<file path="config.mk">
export PLATFORM = sky130hd
export DESIGN_NAME = cfg_serial_slave
export DESIGN_NICKNAME = d
export VERILOG_FILES = /design/src/rtl/cfg_serial_pkg.sv /design/src/rtl/cfg_line_sync.sv /design/src/rtl/cfg_serial_fsm.sv /design/src/rtl/cfg_reg_bank.sv /design/src/rtl/cfg_serial_slave.sv
export SDC_FILE = /design/constraint.sdc
export NUM_CORES = 1
export LEC_CHECK = 0
export ABC_CLOCK_PERIOD_IN_PS = 3100
export BUFFER_PORTS_ARGS = -buffer_cell sky130_fd_sc_hd__buf_4
export CAP_MARGIN = 15
export CORE_MARGIN = 5
export CORE_UTILIZATION = 59
export CTS_CLUSTER_DIAMETER = 60
export DETAILED_ROUTE_END_ITERATION = 10
export GPL_TIMING_DRIVEN = 1
export PLACE_DENSITY_LB_ADDON = 0.08
export SLEW_MARGIN = 20
export SYNTH_ARGS = -nofsm -noshare
export SYNTH_HDL_FRONTEND = slang
export SYNTH_SLANG_ARGS = --single-unit
</file>
<file path="constraint.sdc">
create_clock -name clk_i -period 3.1 [get_ports clk_i]
set_clock_uncertainty 0.15 [all_clocks]
set_input_delay 0.155 -clock clk_i [delete_from_list [all_inputs] [get_ports clk_i]]
set_output_delay 0.155 -clock clk_i [all_outputs]
set_load 0.02 [all_outputs]
</file>
<file path="src/rtl/cfg_serial_pkg.sv">
package cfg_serial_pkg;
  typedef enum logic [1:0] {ST_IDLE, ST_ADDR, ST_WR, ST_RD} cfg_st_e;
  localparam logic [6:0] DEV_ADDR7 = 7'h69;
endpackage

</file>
<file path="src/rtl/cfg_line_sync.sv">
module cfg_line_sync #(
  parameter int STAGES = 2
) (
  input  logic clk_i,
  input  logic rst_ni,
  input  logic scl_i,
  input  logic sda_i,
  output logic scl_s_o,
  output logic sda_s_o,
  output logic scl_rise_o,
  output logic scl_fall_o,
  output logic start_o,
  output logic stop_o
);
  logic [STAGES-1:0] chain_q [2];
  logic scl_q, sda_q;
  logic [1:0] raw;
  assign raw = {sda_i, scl_i};

  for (genvar l = 0; l < 2; l++) begin : g_line
    always_ff @(posedge clk_i or negedge rst_ni) begin
      if (!rst_ni) chain_q[l] <= '1;
      else         chain_q[l] <= {chain_q[l][STAGES-2:0], raw[l]};
    end
  end

  assign scl_s_o = chain_q[0][STAGES-1];
  assign sda_s_o = chain_q[1][STAGES-1];

  always_ff @(posedge clk_i or negedge rst_ni) begin
    if (!rst_ni) begin
      scl_q <= 1'b1;
      sda_q <= 1'b1;
    end else begin
      scl_q <= scl_s_o;
      sda_q <= sda_s_o;
    end
  end

  assign scl_rise_o = scl_s_o & ~scl_q;
  assign scl_fall_o = ~scl_s_o & scl_q;
  assign start_o    = scl_s_o & scl_q & sda_q & ~sda_s_o;
  assign stop_o     = scl_s_o & scl_q & ~sda_q & sda_s_o;
endmodule

</file>
<file path="src/rtl/cfg_serial_fsm.sv">
module cfg_serial_fsm
  import cfg_serial_pkg::*;
#(
  parameter int         NUM_BYTES = 6,
  parameter logic [6:0] ADDR7     = DEV_ADDR7,
  localparam int        IW        = $clog2(NUM_BYTES + 3) + 1
) (
  input  logic          clk_i,
  input  logic          rst_ni,
  input  logic          sda_s_i,
  input  logic          scl_rise_i,
  input  logic          scl_fall_i,
  input  logic          start_i,
  input  logic          stop_i,
  input  logic [7:0]    rd_byte_i,
  output logic [IW-1:0] idx_o,
  output logic          sda_oe_o,
  output logic          wr_en_o,
  output logic [IW-1:0] wr_idx_o,
  output logic [7:0]    wr_data_o,
  output cfg_st_e       state_o
);
  cfg_st_e       state_q;
  logic [3:0]    bit_q;
  logic [7:0]    sh_q;
  logic [IW-1:0] idx_q;
  logic          oe_q;
  logic          data_slot;

  // index 0 = command, 1 = count, 2.. = data
  assign data_slot = (idx_q >= IW'(2)) && (idx_q < IW'(NUM_BYTES + 2));

  always_ff @(posedge clk_i or negedge rst_ni) begin
    if (!rst_ni) begin
      state_q   <= ST_IDLE;
      bit_q     <= '0;
      sh_q      <= '0;
      idx_q     <= '0;
      oe_q      <= 1'b0;
      wr_en_o   <= 1'b0;
      wr_idx_o  <= '0;
      wr_data_o <= '0;
    end else begin
      wr_en_o <= 1'b0;
      if (start_i) begin
        state_q <= ST_ADDR;
        bit_q   <= '0;
        idx_q   <= '0;
        oe_q    <= 1'b0;
      end else if (stop_i) begin
        state_q <= ST_IDLE;
        oe_q    <= 1'b0;
      end else begin
        unique case (state_q)
          ST_ADDR, ST_WR: begin
            if (scl_rise_i && bit_q < 4'd8) begin
              sh_q  <= {sh_q[6:0], sda_s_i};
              bit_q <= bit_q + 4'd1;
            end
            if (scl_fall_i && bit_q == 4'd8) begin
              bit_q <= 4'd9;
              if (state_q == ST_ADDR) begin
                if (sh_q == {ADDR7, 1'b0}) begin
                  oe_q <= 1'b1; state_q <= ST_WR;
                end else if (sh_q == {ADDR7, 1'b1}) begin
                  oe_q <= 1'b1; state_q <= ST_RD;
                end else begin
                  state_q <= ST_IDLE;
                end
              end else begin
                oe_q <= 1'b1;
                if (idx_q != '1) idx_q <= idx_q + IW'(1);
                if (data_slot) begin
                  wr_en_o   <= 1'b1;
                  wr_idx_o  <= idx_q - IW'(2);
                  wr_data_o <= sh_q;
                end
              end
            end
            if (scl_fall_i && bit_q == 4'd9) begin
              oe_q  <= 1'b0;
              bit_q <= '0;
            end
          end
          ST_RD: begin
            if (scl_rise_i) begin
              if (bit_q < 4'd8) bit_q <= bit_q + 4'd1;
              else if (bit_q == 4'd9 && sda_s_i) state_q <= ST_IDLE;
            end
            if (scl_fall_i) begin
              if (bit_q == 4'd8) begin
                oe_q  <= 1'b0;
                bit_q <= 4'd9;
              end else if (bit_q == 4'd9) begin
                sh_q  <= rd_byte_i;
                oe_q  <= ~rd_byte_i[7];
                bit_q <= '0;
                if (idx_q != '1) idx_q <= idx_q + IW'(1);
              end else if (bit_q != 4'd0) begin
                oe_q <= ~sh_q[3'd7 - bit_q[2:0]];
              end
            end
          end
          default: ;
        endcase
      end
    end
  end

  assign idx_o    = idx_q;
  assign sda_oe_o = oe_q;
  assign state_o  = state_q;
endmodule

</file>
<file path="src/rtl/cfg_reg_bank.sv">
module cfg_reg_bank #(
  parameter int                     NUM_BYTES = 6,
  parameter logic [NUM_BYTES*8-1:0] RST_VAL   = '0,
  localparam int                    IW        = $clog2(NUM_BYTES + 3) + 1
) (
  input  logic                   clk_i,
  input  logic                   rst_ni,
  input  logic                   wr_en_i,
  input  logic [IW-1:0]          wr_idx_i,
  input  logic [7:0]             wr_data_i,
  output logic [NUM_BYTES*8-1:0] cfg_o
);
  for (genvar k = 0; k < NUM_BYTES; k++) begin : g_byte
    always_ff @(posedge clk_i or negedge rst_ni) begin
      if (!rst_ni)                              cfg_o[8*k +: 8] <= RST_VAL[8*k +: 8];
      else if (wr_en_i && wr_idx_i == IW'(k))   cfg_o[8*k +: 8] <= wr_data_i;
    end
  end
endmodule

</file>
<file path="src/rtl/cfg_serial_slave.sv">
module cfg_serial_slave
  import cfg_serial_pkg::*;
#(
  parameter int                     NUM_BYTES = 6,
  parameter logic [6:0]             ADDR7     = DEV_ADDR7,
  parameter logic [NUM_BYTES*8-1:0] RST_VAL   = 48'hFF_EB_FF_FF_1F_00
) (
  input  logic                   clk_i,
  input  logic                   rst_ni,
  input  logic                   scl_i,
  input  logic                   sda_i,
  output logic                   sda_oe_o,
  output logic [NUM_BYTES*8-1:0] cfg_o
);
  localparam int IW = $clog2(NUM_BYTES + 3) + 1;

  logic          scl_s, sda_s, scl_rise, scl_fall, start_evt, stop_evt;
  logic [IW-1:0] idx, wr_idx;
  logic [7:0]    rd_byte, wr_data;
  logic          wr_en;
  cfg_st_e       state;

  cfg_line_sync #(.STAGES(2)) i_sync (
    .clk_i, .rst_ni, .scl_i, .sda_i,
    .scl_s_o(scl_s), .sda_s_o(sda_s), .scl_rise_o(scl_rise),
    .scl_fall_o(scl_fall), .start_o(start_evt), .stop_o(stop_evt)
  );

  cfg_serial_fsm #(.NUM_BYTES(NUM_BYTES), .ADDR7(ADDR7)) i_fsm (
    .clk_i, .rst_ni, .sda_s_i(sda_s), .scl_rise_i(scl_rise),
    .scl_fall_i(scl_fall), .start_i(start_evt), .stop_i(stop_evt),
    .rd_byte_i(rd_byte), .idx_o(idx), .sda_oe_o, .wr_en_o(wr_en),
    .wr_idx_o(wr_idx), .wr_data_o(wr_data), .state_o(state)
  );

  cfg_reg_bank #(.NUM_BYTES(NUM_BYTES), .RST_VAL(RST_VAL)) i_bank (
    .clk_i, .rst_ni, .wr_en_i(wr_en), .wr_idx_i(wr_idx),
    .wr_data_i(wr_data), .cfg_o
  );

  // read slot 0 is the byte count, then stored bytes, then fill
  always_comb begin
    rd_byte = 8'hFF;
    if (idx == '0) rd_byte = 8'(NUM_BYTES);
    for (int k = 0; k < NUM_BYTES; k++)
      if (idx == IW'(k + 1)) rd_byte = cfg_o[8*k +: 8];
  end
endmodule

</file>
==> flow_metrics.env, run 1 <==
export IMPL_status="finished clean"
export IMPL_fin_ws_ns=0.388
export IMPL_rsz0062_at_grt="no"
export IMPL_dp_hpwl_mm=8.47
export IMPL_overflow=0
export IMPL_crit_chain="inv_1, ha_1, nor2b_1, a211oi_1, o32ai_1, a21oi_1, o31ai_2"
export IMPL_htree_num_levels=3
export IMPL_drt_initial_drc_count=196
export IMPL_slowest_delay_ns=0.60
export IMPL_drive_above_1_share_pct=40.3
export IMPL_crit_fanout=9
export IMPL_slowest_stage="nor2b_1"
export IMPL_crit_path_start_kind="flip-flop"
export IMPL_grt_max_degree=83
export IMPL_clk_pin_slew_ns=0.10
export IMPL_yosysWarnings=0
export IMPL_cts_resized_gates=0
export IMPL_relSlewSlack_pct=45.8
export IMPL_dieWidth_um=100
export IMPL_synthArstFlopShare_pct=100
export IMPL_clock_sinks=88
export IMPL_synthAdderAreaFrac_pct=4.41
export IMPL_ir_drop_v=0.000398
export IMPL_fin_crit_sh_pct=87.5
export IMPL_drtPass1Iterations=4
export IMPL_nNetsFinal=510
export IMPL_setup_tns_final_ns=0
export IMPL_synth_edf_count=0
export IMPL_routedWlPerCell_um=19.5
export IMPL_cts_buffers=9
export IMPL_syn_area_um2=4820
export IMPL_synth_xor_area_share_pct=0.909
export IMPL_syn_avg_cell_area_um2=11.1
export IMPL_setup_viol=0
export IMPL_synth_top_area_share_pct=24.4
export IMPL_grt_pass1_wl_mm=19.3
export IMPL_synth_compound_area_share_pct=13.6
export IMPL_finalHoldViolCount=0
export IMPL_synthMuxAreaShare_pct=15.5
export IMPL_dp_slack_ns=0.442
export IMPL_ys_flop_type="dfrtp_1"
export IMPL_antenna_found_initial=0
export IMPL_worstSetupPathType="flip-flop to flip-flop"
export IMPL_grtUsageTotal_pct=24.6
export IMPL_drc=0
export IMPL_synth_top_family_by_area="simple AND/OR/NAND/NOR gates"
export IMPL_ys_ff_latch=88
export IMPL_die_height_um=100
export IMPL_cts_max_path_buffers=2
export IMPL_p_per_area_nw_per_um2=673
export IMPL_via_per_inst=6.02
export IMPL_synthSimpleGateAreaFrac_pct=15.7
export IMPL_gp_congestion=0.894
export IMPL_yosysTopAreaCell="dfrtp_1"
export IMPL_final_cell_mix="mux2_2, buf_4, dfrtp_1, nand2_1, dfstp_2"
export IMPL_path_buf_inv=1
export IMPL_finalCriticalPeriod_ns=2.71
export IMPL_area_sequential_um2=2250
export IMPL_crit_cells=7
export IMPL_num_antenna_cells=0
export IMPL_post_dp_cell_area_um2=5270
export IMPL_clockRootBuffer="clkbuf_8"
export IMPL_max_freq_ghz=0.369
export IMPL_finalMaxSlewViolations=0
export IMPL_worst_slew_pin_slew_ns=0.811
export IMPL_max_cap_violations=0
export IMPL_clk_latency_ns=0.36
export IMPL_critPathArrivalTime_ns=2.84
export IMPL_postSynthCellCount=434
export IMPL_wl_mm=11.7
export IMPL_coreArea_um2=8090
export IMPL_holdPathStages=0
export IMPL_crit_family="compound AO/OA/AOI/OAI gates"
export IMPL_cp_data_required_time_ns=3.23
export IMPL_ant_nets=0
export IMPL_finalInstanceArea_um2=5540
export IMPL_io_pin_count=53
export IMPL_vias=3606
export IMPL_multi_input_area_um2=2410
export IMPL_cts_tree="built"
export IMPL_yosys_top_cells_area="dfrtp_1, dfstp_2, mux2_2"
export IMPL_end_kind="flip-flop"
export IMPL_syn_nets=455
export IMPL_ys_seq_area_share_pct=46.8
export IMPL_num_rows=33
export IMPL_portBuffers=52
export IMPL_fillerInstances=656
export IMPL_p_leak_uw=0.00256
export IMPL_dieArea_um2=10100
export IMPL_hold_class="flip-flop to flip-flop"
export IMPL_start_util_pct=59.5
export IMPL_synth_distinct_cells=68
export IMPL_grt_pass1_vias=3646
export IMPL_rr_worst_depth=7
export IMPL_areaGrowthSynthToFinish_pct=14.9
-- logic make-up after synthesis --
group / count (synthesis)
DFF: 88
adders and majority gates: 17
xor gates and xnor gates: 5
AOI/OAI and AO/OA: 97
muxes: 65
buffers and inverters: 27
and+or+nand+nor: 135
-- synth_stat cells, types with 3 or more instances --
master    number
nand3b_1       3
clkbuf_1       4
nor2_1        31
mux2i_1        7
o32ai_1        6
o31ai_2        4
buf_6          4
nand2_1       45
ha_1          17
nor3b_1        4
dfrtp_1       47
o21ai_1        5
a211oi_1       6
mux2_2        56
dfstp_2       41
a21oi_1       27
nor2b_1       10
nand3_1        6
buf_2          3
nand4b_1       3
xnor2_1        4
o31ai_1        3
o21ai_0       23
buf_4          4
inv_1         10
nor3_1         4
-- report_power, final --
group          internal, µW  total [µW]  switching, µW
clock                   489         939            449
combinational           574        1340            763
sequential             1260        1450            196
total                  2320        3730           1410
-- worst reg2reg max path, stage by stage (launching register included) --
cell and delay [ns]:
dfrtp_1 0.48, inv_1 0.16, ha_1 0.27, nor2b_1 0.60, a211oi_1 0.16, o32ai_1 0.44
a21oi_1 0.15, o31ai_2 0.23
-- metrics by stage --
stage	instances	power (µW)	utilization, %	hold slack (ns)
floorplan	434	2450	-	-0.291
global placement	580	2740	65.1	0.113
detailed placement	580	2790	65.1	0.115
CTS	599	3730	68.4	0.214
global route	599	3950	68.4	0.218
finish	599	3730	68.4	0.212
-- layer usage --
layer	wire (µm)	vias up	GRT usage [%]
met5	0	-	0
met1	5100	1772	34.1
met3	638	27	5.07
li1	-	1678	-
met4	309	0	9.02
met2	5620	129	38.5
-- area by class of cell --
class	count	area share (%)
flip-flops and latches	88	40.7
repair buffers	60	8.34
clock inverters	6	1.76
clock buffers	10	2.49
well taps	105	2.37
multi-input cells	319	43.6
inverters	11	0.746
-- path summary, 6_finish.rpt --
check	start	endpoint	slack, ns
setup reg to reg	i_fsm.idx_o[1]	i_fsm.sh_q[3]	0.39
setup / recovery	i_fsm.idx_o[1]	i_fsm.sh_q[3]	0.39
hold reg to reg	i_sync.chain_q[2]	i_sync.scl_s_o	0.21
max in group asynchronous	rst_ni	i_bank.cfg_o[28]	1.88
hold / removal	i_sync.chain_q[2]	i_sync.scl_s_o	0.21
min in group asynchronous	rst_ni	i_fsm.wr_idx_o[4]	0.23
-- flip-flops by register name, summed over array words and instances, names as in the netlist, 2 cells and up --
name and count:
i_fsm.wr_idx_o 5, i_fsm.idx_o 5, i_fsm.state_o 2, i_fsm.bit_q 4
i_fsm.sh_q 8, i_bank.cfg_o 48, i_sync.chain_q 2, i_fsm.wr_data_o 8
-- timing repair --
action / 4_1_cts / 5_1_grt
endpoints found under the hold margin: 49 / 0
hold buffers: 3 / 0
buffers inserted: 0 / 0
setup endpoints to repair: 0 / 0
Power figures use the tool's default switching activity.
==> run 2, diff against run 1 <==
- SYNTH_HIERARCHICAL: default -> 1
==> flow_metrics.env, run 2 <==
export IMPL_worst_slew_pin_slew_ns=0.791
export IMPL_ant_nets=0
export IMPL_postLayoutCoreUtil_pct=69.1
export IMPL_htree_num_levels=3
export IMPL_crit_path_start_kind="flip-flop"
export IMPL_vias=3414
export IMPL_dp_hpwl_mm=7.67
export IMPL_fin_crit_sh_pct=87.7
export IMPL_rr_worst_depth=5
export IMPL_clock_sinks=88
export IMPL_antenna_found_initial=0
export IMPL_hold_class="flip-flop to flip-flop"
export IMPL_synthArstFlopShare_pct=100
export IMPL_synth_common_cells="mux2_2, dfrtp_1, dfstp_2"
export IMPL_dieWidth_um=98.5
export IMPL_syn_avg_cell_area_um2=11.8
export IMPL_cts_hold_buf=3
export IMPL_power_total_uw=3170
export IMPL_areaGrowthSynthToFinish_pct=15.1
export IMPL_largest_register="i_bank/cfg_o"
export IMPL_via_per_inst=6.18
export IMPL_routedWlPerCell_um=19.9
export IMPL_worstSetupPathType="flip-flop to flip-flop"
export IMPL_hold_path_endpoint="i_sync/sda_s_o"
export IMPL_top_regs="i_bank/cfg_o: 48 flops, i_fsm/sh_q: 8 flops, i_fsm/wr_data_o: 8 flops"
export IMPL_r2r_start="i_sync/sda_s_o"
export IMPL_finalHoldViolCount=0
export IMPL_dieArea_um2=9690
export IMPL_yosys_top_cells_area="dfrtp_1, dfstp_2, mux2_2"
export IMPL_clockRootBuffer="clkbuf_8"
export IMPL_crit_fanout=16
export IMPL_portBuffers=52
export IMPL_grt_pass1_vias=3421
export IMPL_grt_pass1_wl_mm=18.5
export IMPL_clk_pin_slew_ns=0.09
export IMPL_num_rows=32
export IMPL_yosysTopAreaCell="dfrtp_1"
export IMPL_status="finished clean"
export IMPL_num_antenna_cells=0
export IMPL_yosysWarnings=6
export IMPL_nNetsFinal=462
export IMPL_synth_distinct_cells=56
export IMPL_syn_nets=408
export IMPL_cts_tree="built"
export IMPL_grtUsageTotal_pct=23.9
export IMPL_synth_top_area_share_pct=25.5
export IMPL_drt_initial_drc_count=264
export IMPL_cts_max_path_buffers=2
export IMPL_overflow=0
export IMPL_ys_ff_latch=88
export IMPL_ys_seq_area_share_pct=48.8
export IMPL_p_per_area_nw_per_um2=596
export IMPL_drtPass1Iterations=5
export IMPL_drive_above_1_share_pct=43.6
export IMPL_drc=0
export IMPL_start_util_pct=60.1
export IMPL_wl_mm=11.0
export IMPL_finalCriticalPeriod_ns=2.72
export IMPL_die_height_um=98.5
export IMPL_timing_rr_end="i_fsm/wr_data_o[2]"
export IMPL_gp_congestion=0.885
export IMPL_setup_viol=0
export IMPL_holdCritStartpoint="i_sync/chain_q[0]"
export IMPL_io_pin_count=53
export IMPL_cts_resized_gates=0
export IMPL_grt_max_degree=89
export IMPL_final_common_cell="mux2_2"
export IMPL_syn_area_um2=4620
export IMPL_finalMaxSlewViolations=0
export IMPL_synth_edf_count=0
export IMPL_end_kind="flip-flop"
export IMPL_cts_buffers=9
export IMPL_coreArea_um2=7690
export IMPL_critPathArrivalTime_ns=2.80
export IMPL_ys_flop_type="dfrtp_1"
export IMPL_reg2reg_slack_ns=0.38
export IMPL_postSynthCellCount=391
export IMPL_rsz0062_at_grt="no"
export IMPL_setup_tns_final_ns=0
export IMPL_ir_drop_v=0.000369
export IMPL_largest_reg_flops=48
export IMPL_holdPathStages=0
export IMPL_relSlewSlack_pct=47.2
export IMPL_p_leak_uw=0.00240
export IMPL_cp_data_required_time_ns=3.19
export IMPL_clk_latency_ns=0.35
export IMPL_final_cell_mix="mux2_2, buf_4, dfrtp_1, dfstp_2, nand2_1"
export IMPL_synth_most_common_cell="mux2_2"
export IMPL_max_cap_violations=0
export IMPL_cts_setup_buffers=0
export IMPL_max_freq_ghz=0.368
[run 2: cell count changes after synthesis, moves of 5 or more]
cell	delta
nand2_1	-18
mux2i_1	+10
o32ai_1	-6
a311oi_1	+5
nor2_1	-17
a22oi_1	+5
a21oi_1	-11
and4b_1	+6
mux2_2	+5
[run 2: cell families after synthesis]
logic type | after synthesis | share of synthesized area [%]
AOI/OAI and AO/OA | 77 | 10.6
xor gates and xnor gates | 3 | 0.569
adders and majority gates | 13 | 3.52
buffers and inverters | 25 | 2.85
DFF | 88 | 48.8
muxes | 82 | 19.6
and+or+nand+nor | 103 | 14.1
[run 2: worst max-delay path, stage by stage (launching register included)]
cell     delay (ns)
dfstp_2        0.57
and4b_1        0.35
or2_2          0.39
nor3_1         0.20
nand4_2        0.46
mux2_1         0.49
[run 2: layer usage]
layer	GRT usage, %	vias to the layer above	part of all wire (%)
met3	5.10	11	4.5
met4	6.62	0	1.0
li1	-	1561	-
met5	0	-	0
met2	37.5	109	48
met1	34.0	1733	46
[run 2: worst max path at each step]
stage	endpoint	slack, ns	depth (start not counted)	start
global placement	i_fsm/wr_data_o[7]	0.49	5	i_sync/sda_s_o
floorplan	i_fsm/idx_o[3]	0.79	10	i_fsm/bit_q[0]
CTS	i_fsm/wr_data_o[2]	0.37	5	i_sync/sda_s_o
global route	i_fsm/wr_data_o[2]	0.21	5	i_sync/sda_s_o
detailed placement	i_fsm/wr_data_o[2]	0.40	5	i_sync/sda_s_o
finish	i_fsm/wr_data_o[2]	0.38	5	i_sync/sda_s_o
[run 2: power by group]
part | internal [µW] | switching (µW)
combinational | 399 | 526
sequential | 1230 | 175
clock | 422 | 417
[run 2: area by class of cell]
class | instances | area, µm²
fill | 583 | 2370
sequential | 88 | 2250
multi-input combinational | 278 | 2230
timing repair buffer | 59 | 454
clock buffer | 11 | 151
tap | 102 | 128
clock inverter | 5 | 62.6
inverter | 9 | 33.8
[run 2: through the flow]
stage | setup slack (ns) | std cells | instance area (µm²) | hold WS [ns]
2_1_floorplan | 0.787 | 391 | 4620 | -0.291
3_3_place_gp | 0.492 | 533 | 5070 | 0.114
3_5_place_dp | 0.405 | 533 | 5070 | 0.115
4_1_cts | 0.374 | 552 | 5310 | 0.210
5_1_grt | 0.208 | 552 | 5320 | 0.213
6_report | 0.382 | 552 | 5320 | 0.209
==> run 3, diff against run 2 <==
--- a/config.mk
+++ b/config.mk
@@ -15,3 +15,3 @@
 export GPL_TIMING_DRIVEN = 1
-export PLACE_DENSITY_LB_ADDON = 0.08
+export PLACE_DENSITY = 0.87
 export SLEW_MARGIN = 20
==> constraint.sdc (replaced) <==
create_clock -name clk_i -period 3.1 [get_ports clk_i]
set_clock_uncertainty 0.15 [all_clocks]
set_input_delay 0.31 -clock clk_i [delete_from_list [all_inputs] [get_ports clk_i]]
set_output_delay 0.31 -clock clk_i [all_outputs]
set_load 0.02 [all_outputs]
==> flow_metrics.env, run 3 (same netlist as run 2, synthesis figures left out) <==
export IMPL_status="finished clean"
export IMPL_start_util_pct=60.1
export IMPL_finalMaxSlewViolations=0
export IMPL_netSwitchingPower_uw=1120
export IMPL_htree_num_levels=3
export IMPL_drt_initial_drc_count=335
export IMPL_dieWidth_um=98.5
export IMPL_slowest_stage="dfstp_2"
export IMPL_fin_crit_sh_pct=86.0
export IMPL_reg2reg_slack_ns=0.43
export IMPL_clkPwrFrac_pct=27.7
export IMPL_drtPass1Iterations=5
export IMPL_crit_chain="and4b_1, or2_2, nor3_1, nand4_2, mux2_1"
export IMPL_clockRootBuffer="clkbuf_8"
export IMPL_critPathArrivalTime_ns=2.75
export IMPL_clk_latency_ns=0.36
export IMPL_top_regs="i_bank/cfg_o: 48 flops, i_fsm/sh_q: 8 flops, i_fsm/wr_data_o: 8 flops"
export IMPL_cts_tree="built"
export IMPL_final_common_cell="mux2_2"
export IMPL_multi_input_area_um2=2230
export IMPL_crit_end="i_fsm/wr_data_o[7]"
export IMPL_dp_slack_ns=0.483
export IMPL_seqPwrFrac_pct=43.6
export IMPL_fin_ws_ns=0.434
export IMPL_ant_nets=0
export IMPL_area_sequential_um2=2250
export IMPL_crit_cells=5
export IMPL_crit_fanout=16
export IMPL_pwr_share_comb_pct=28.7
export IMPL_r2r_start="i_sync/sda_s_o"
export IMPL_worst_slew_pin_slew_ns=0.762
export IMPL_areaGrowthSynthToFinish_pct=15.9
export IMPL_num_rows=32
export IMPL_gp_congestion=0.907
export IMPL_timing_rr_end="i_fsm/wr_data_o[7]"
export IMPL_crit_family="simple AND/OR/NAND/NOR gates"
export IMPL_cp_data_required_time_ns=3.18
export IMPL_clk_pin_slew_ns=0.09
export IMPL_final_cell_mix="mux2_2, buf_4, dfrtp_1, dfstp_2, nand2_1"
export IMPL_max_freq_ghz=0.375
export IMPL_setup_viol=0
export IMPL_cts_setup_buffers=0
export IMPL_overflow=0
export IMPL_nNetsFinal=464
export IMPL_end_kind="flip-flop"
export IMPL_p_per_area_nw_per_um2=603
export IMPL_switching_share_pct=34.8
export IMPL_hold_class="flip-flop to flip-flop"
export IMPL_routedWlPerCell_um=19.8
export IMPL_rr_worst_depth=5
export IMPL_ir_drop_v=0.000395
export IMPL_p_int_uw=2100
export IMPL_rsz0062_at_grt="no"
export IMPL_grtUsageTotal_pct=23.1
export IMPL_io_pin_count=53
export IMPL_p_leak_uw=0.00242
export IMPL_dieArea_um2=9690
export IMPL_finalHoldViolCount=0
export IMPL_slowest_delay_ns=0.58
export IMPL_setup_tns_final_ns=0
export IMPL_via_per_inst=6.28
export IMPL_relSlewSlack_pct=49.2
export IMPL_grt_pass1_wl_mm=18.0
export IMPL_startpoint="i_sync/sda_s_o"
export IMPL_largest_reg_flops=48
export IMPL_largest_register="i_bank/cfg_o"
export IMPL_portBuffers=52
export IMPL_drive_above_1_share_pct=43.8
export IMPL_die_height_um=98.5
export IMPL_dp_hpwl_mm=7.59
export IMPL_cts_resized_gates=0
export IMPL_antenna_found_initial=0
export IMPL_crit_path_start_kind="flip-flop"
export IMPL_vias=3479
export IMPL_grt_pass1_vias=3501
export IMPL_power_total_uw=3230
export IMPL_clock_sinks=88
export IMPL_num_antenna_cells=0
export IMPL_wl_mm=11.0
export IMPL_drc=0
export IMPL_coreArea_um2=7690
export IMPL_grt_max_degree=89
export IMPL_cts_buffers=9
export IMPL_finalCriticalPeriod_ns=2.67
export IMPL_cts_hold_buf=2
export IMPL_cts_max_path_buffers=2
export IMPL_worstSetupPathType="flip-flop to flip-flop"
export IMPL_path_buf_inv=0
export IMPL_fillerInstances=554
export IMPL_max_cap_violations=0
run 3: cell count changes in the layout (fill, tap and decap cells not counted), sizes merged:
| cell | previous run | this run |
|---|---|---|
| buf | 56 | 58 |
| clkinv | 0 | 1 |
| inv | 11 | 10 |
| clkinvlp | 2 | 1 |
| clkbuf | 11 | 12 |
run 3: per-layer routing:
| layer | global-route usage [%] | share of wire, % |
|---|---|---|
| met2 | 35.9 | 48 |
| met3 | 6.44 | 7.3 |
| met1 | 31.0 | 43 |
| met5 | 0 | 0 |
| met4 | 8.51 | 2.2 |
run 3: cell type report:
cell class,instances,area share [%]
clock buffers,12,3.30
clock inverters,4,1.08
inverters,9,0.631
multi-input cells,278,41.7
flip-flops and latches,88,42.1
well taps,102,2.39
repair buffers,61,8.77
run 3: worst register-to-register path, delay by kind of cell (launching register included):
family | cells | cell delay, ns
simple gates | 4 | 1.33
mux | 1 | 0.48
flops | 1 | 0.58
run 3: metrics by stage:
stage                     instance area [µm²]  hold slack (ns)  util (%)  std cells
final                                    5350            0.209      69.6        554
after global routing                     5350            0.213      69.6        554
after CTS                                5340           0.0347      69.4        553
after detailed placement                 5080            0.197      66.1        535
after global placement                   5080            0.196      66.1        535
after floorplan                          4620           -0.136         -        391
run 3: power groups by stage:
stage          sequential [µW]  combinational [µW]  clock [µW]
5_1_grt                   1430                1010         965
3_3_place_gp              1410                 880           0
3_5_place_dp              1420                 901           0
4_1_cts                   1400                 912         902
2_1_floorplan             1350                 693           0
6_report                  1410                 928         893
run 3: worst min path at each step:
| stage | from | end | slack (ns) | cells past startpoint |
|---|---|---|---|---|
| finish | i_sync/chain_q[0] | i_sync/sda_s_o | 0.21 | 0 |
| global route | i_sync/chain_q[0] | i_sync/sda_s_o | 0.21 | 0 |
| CTS | rst_ni | i_bank/cfg_o[14] | 0.03 | 1 |
| detailed placement | i_sync/chain_q[0] | i_sync/sda_s_o | 0.20 | 0 |
| global placement | i_sync/chain_q[2] | i_sync/scl_s_o | 0.20 | 0 |
| floorplan | rst_ni | i_bank/cfg_o[0] | -0.14 | 0 |
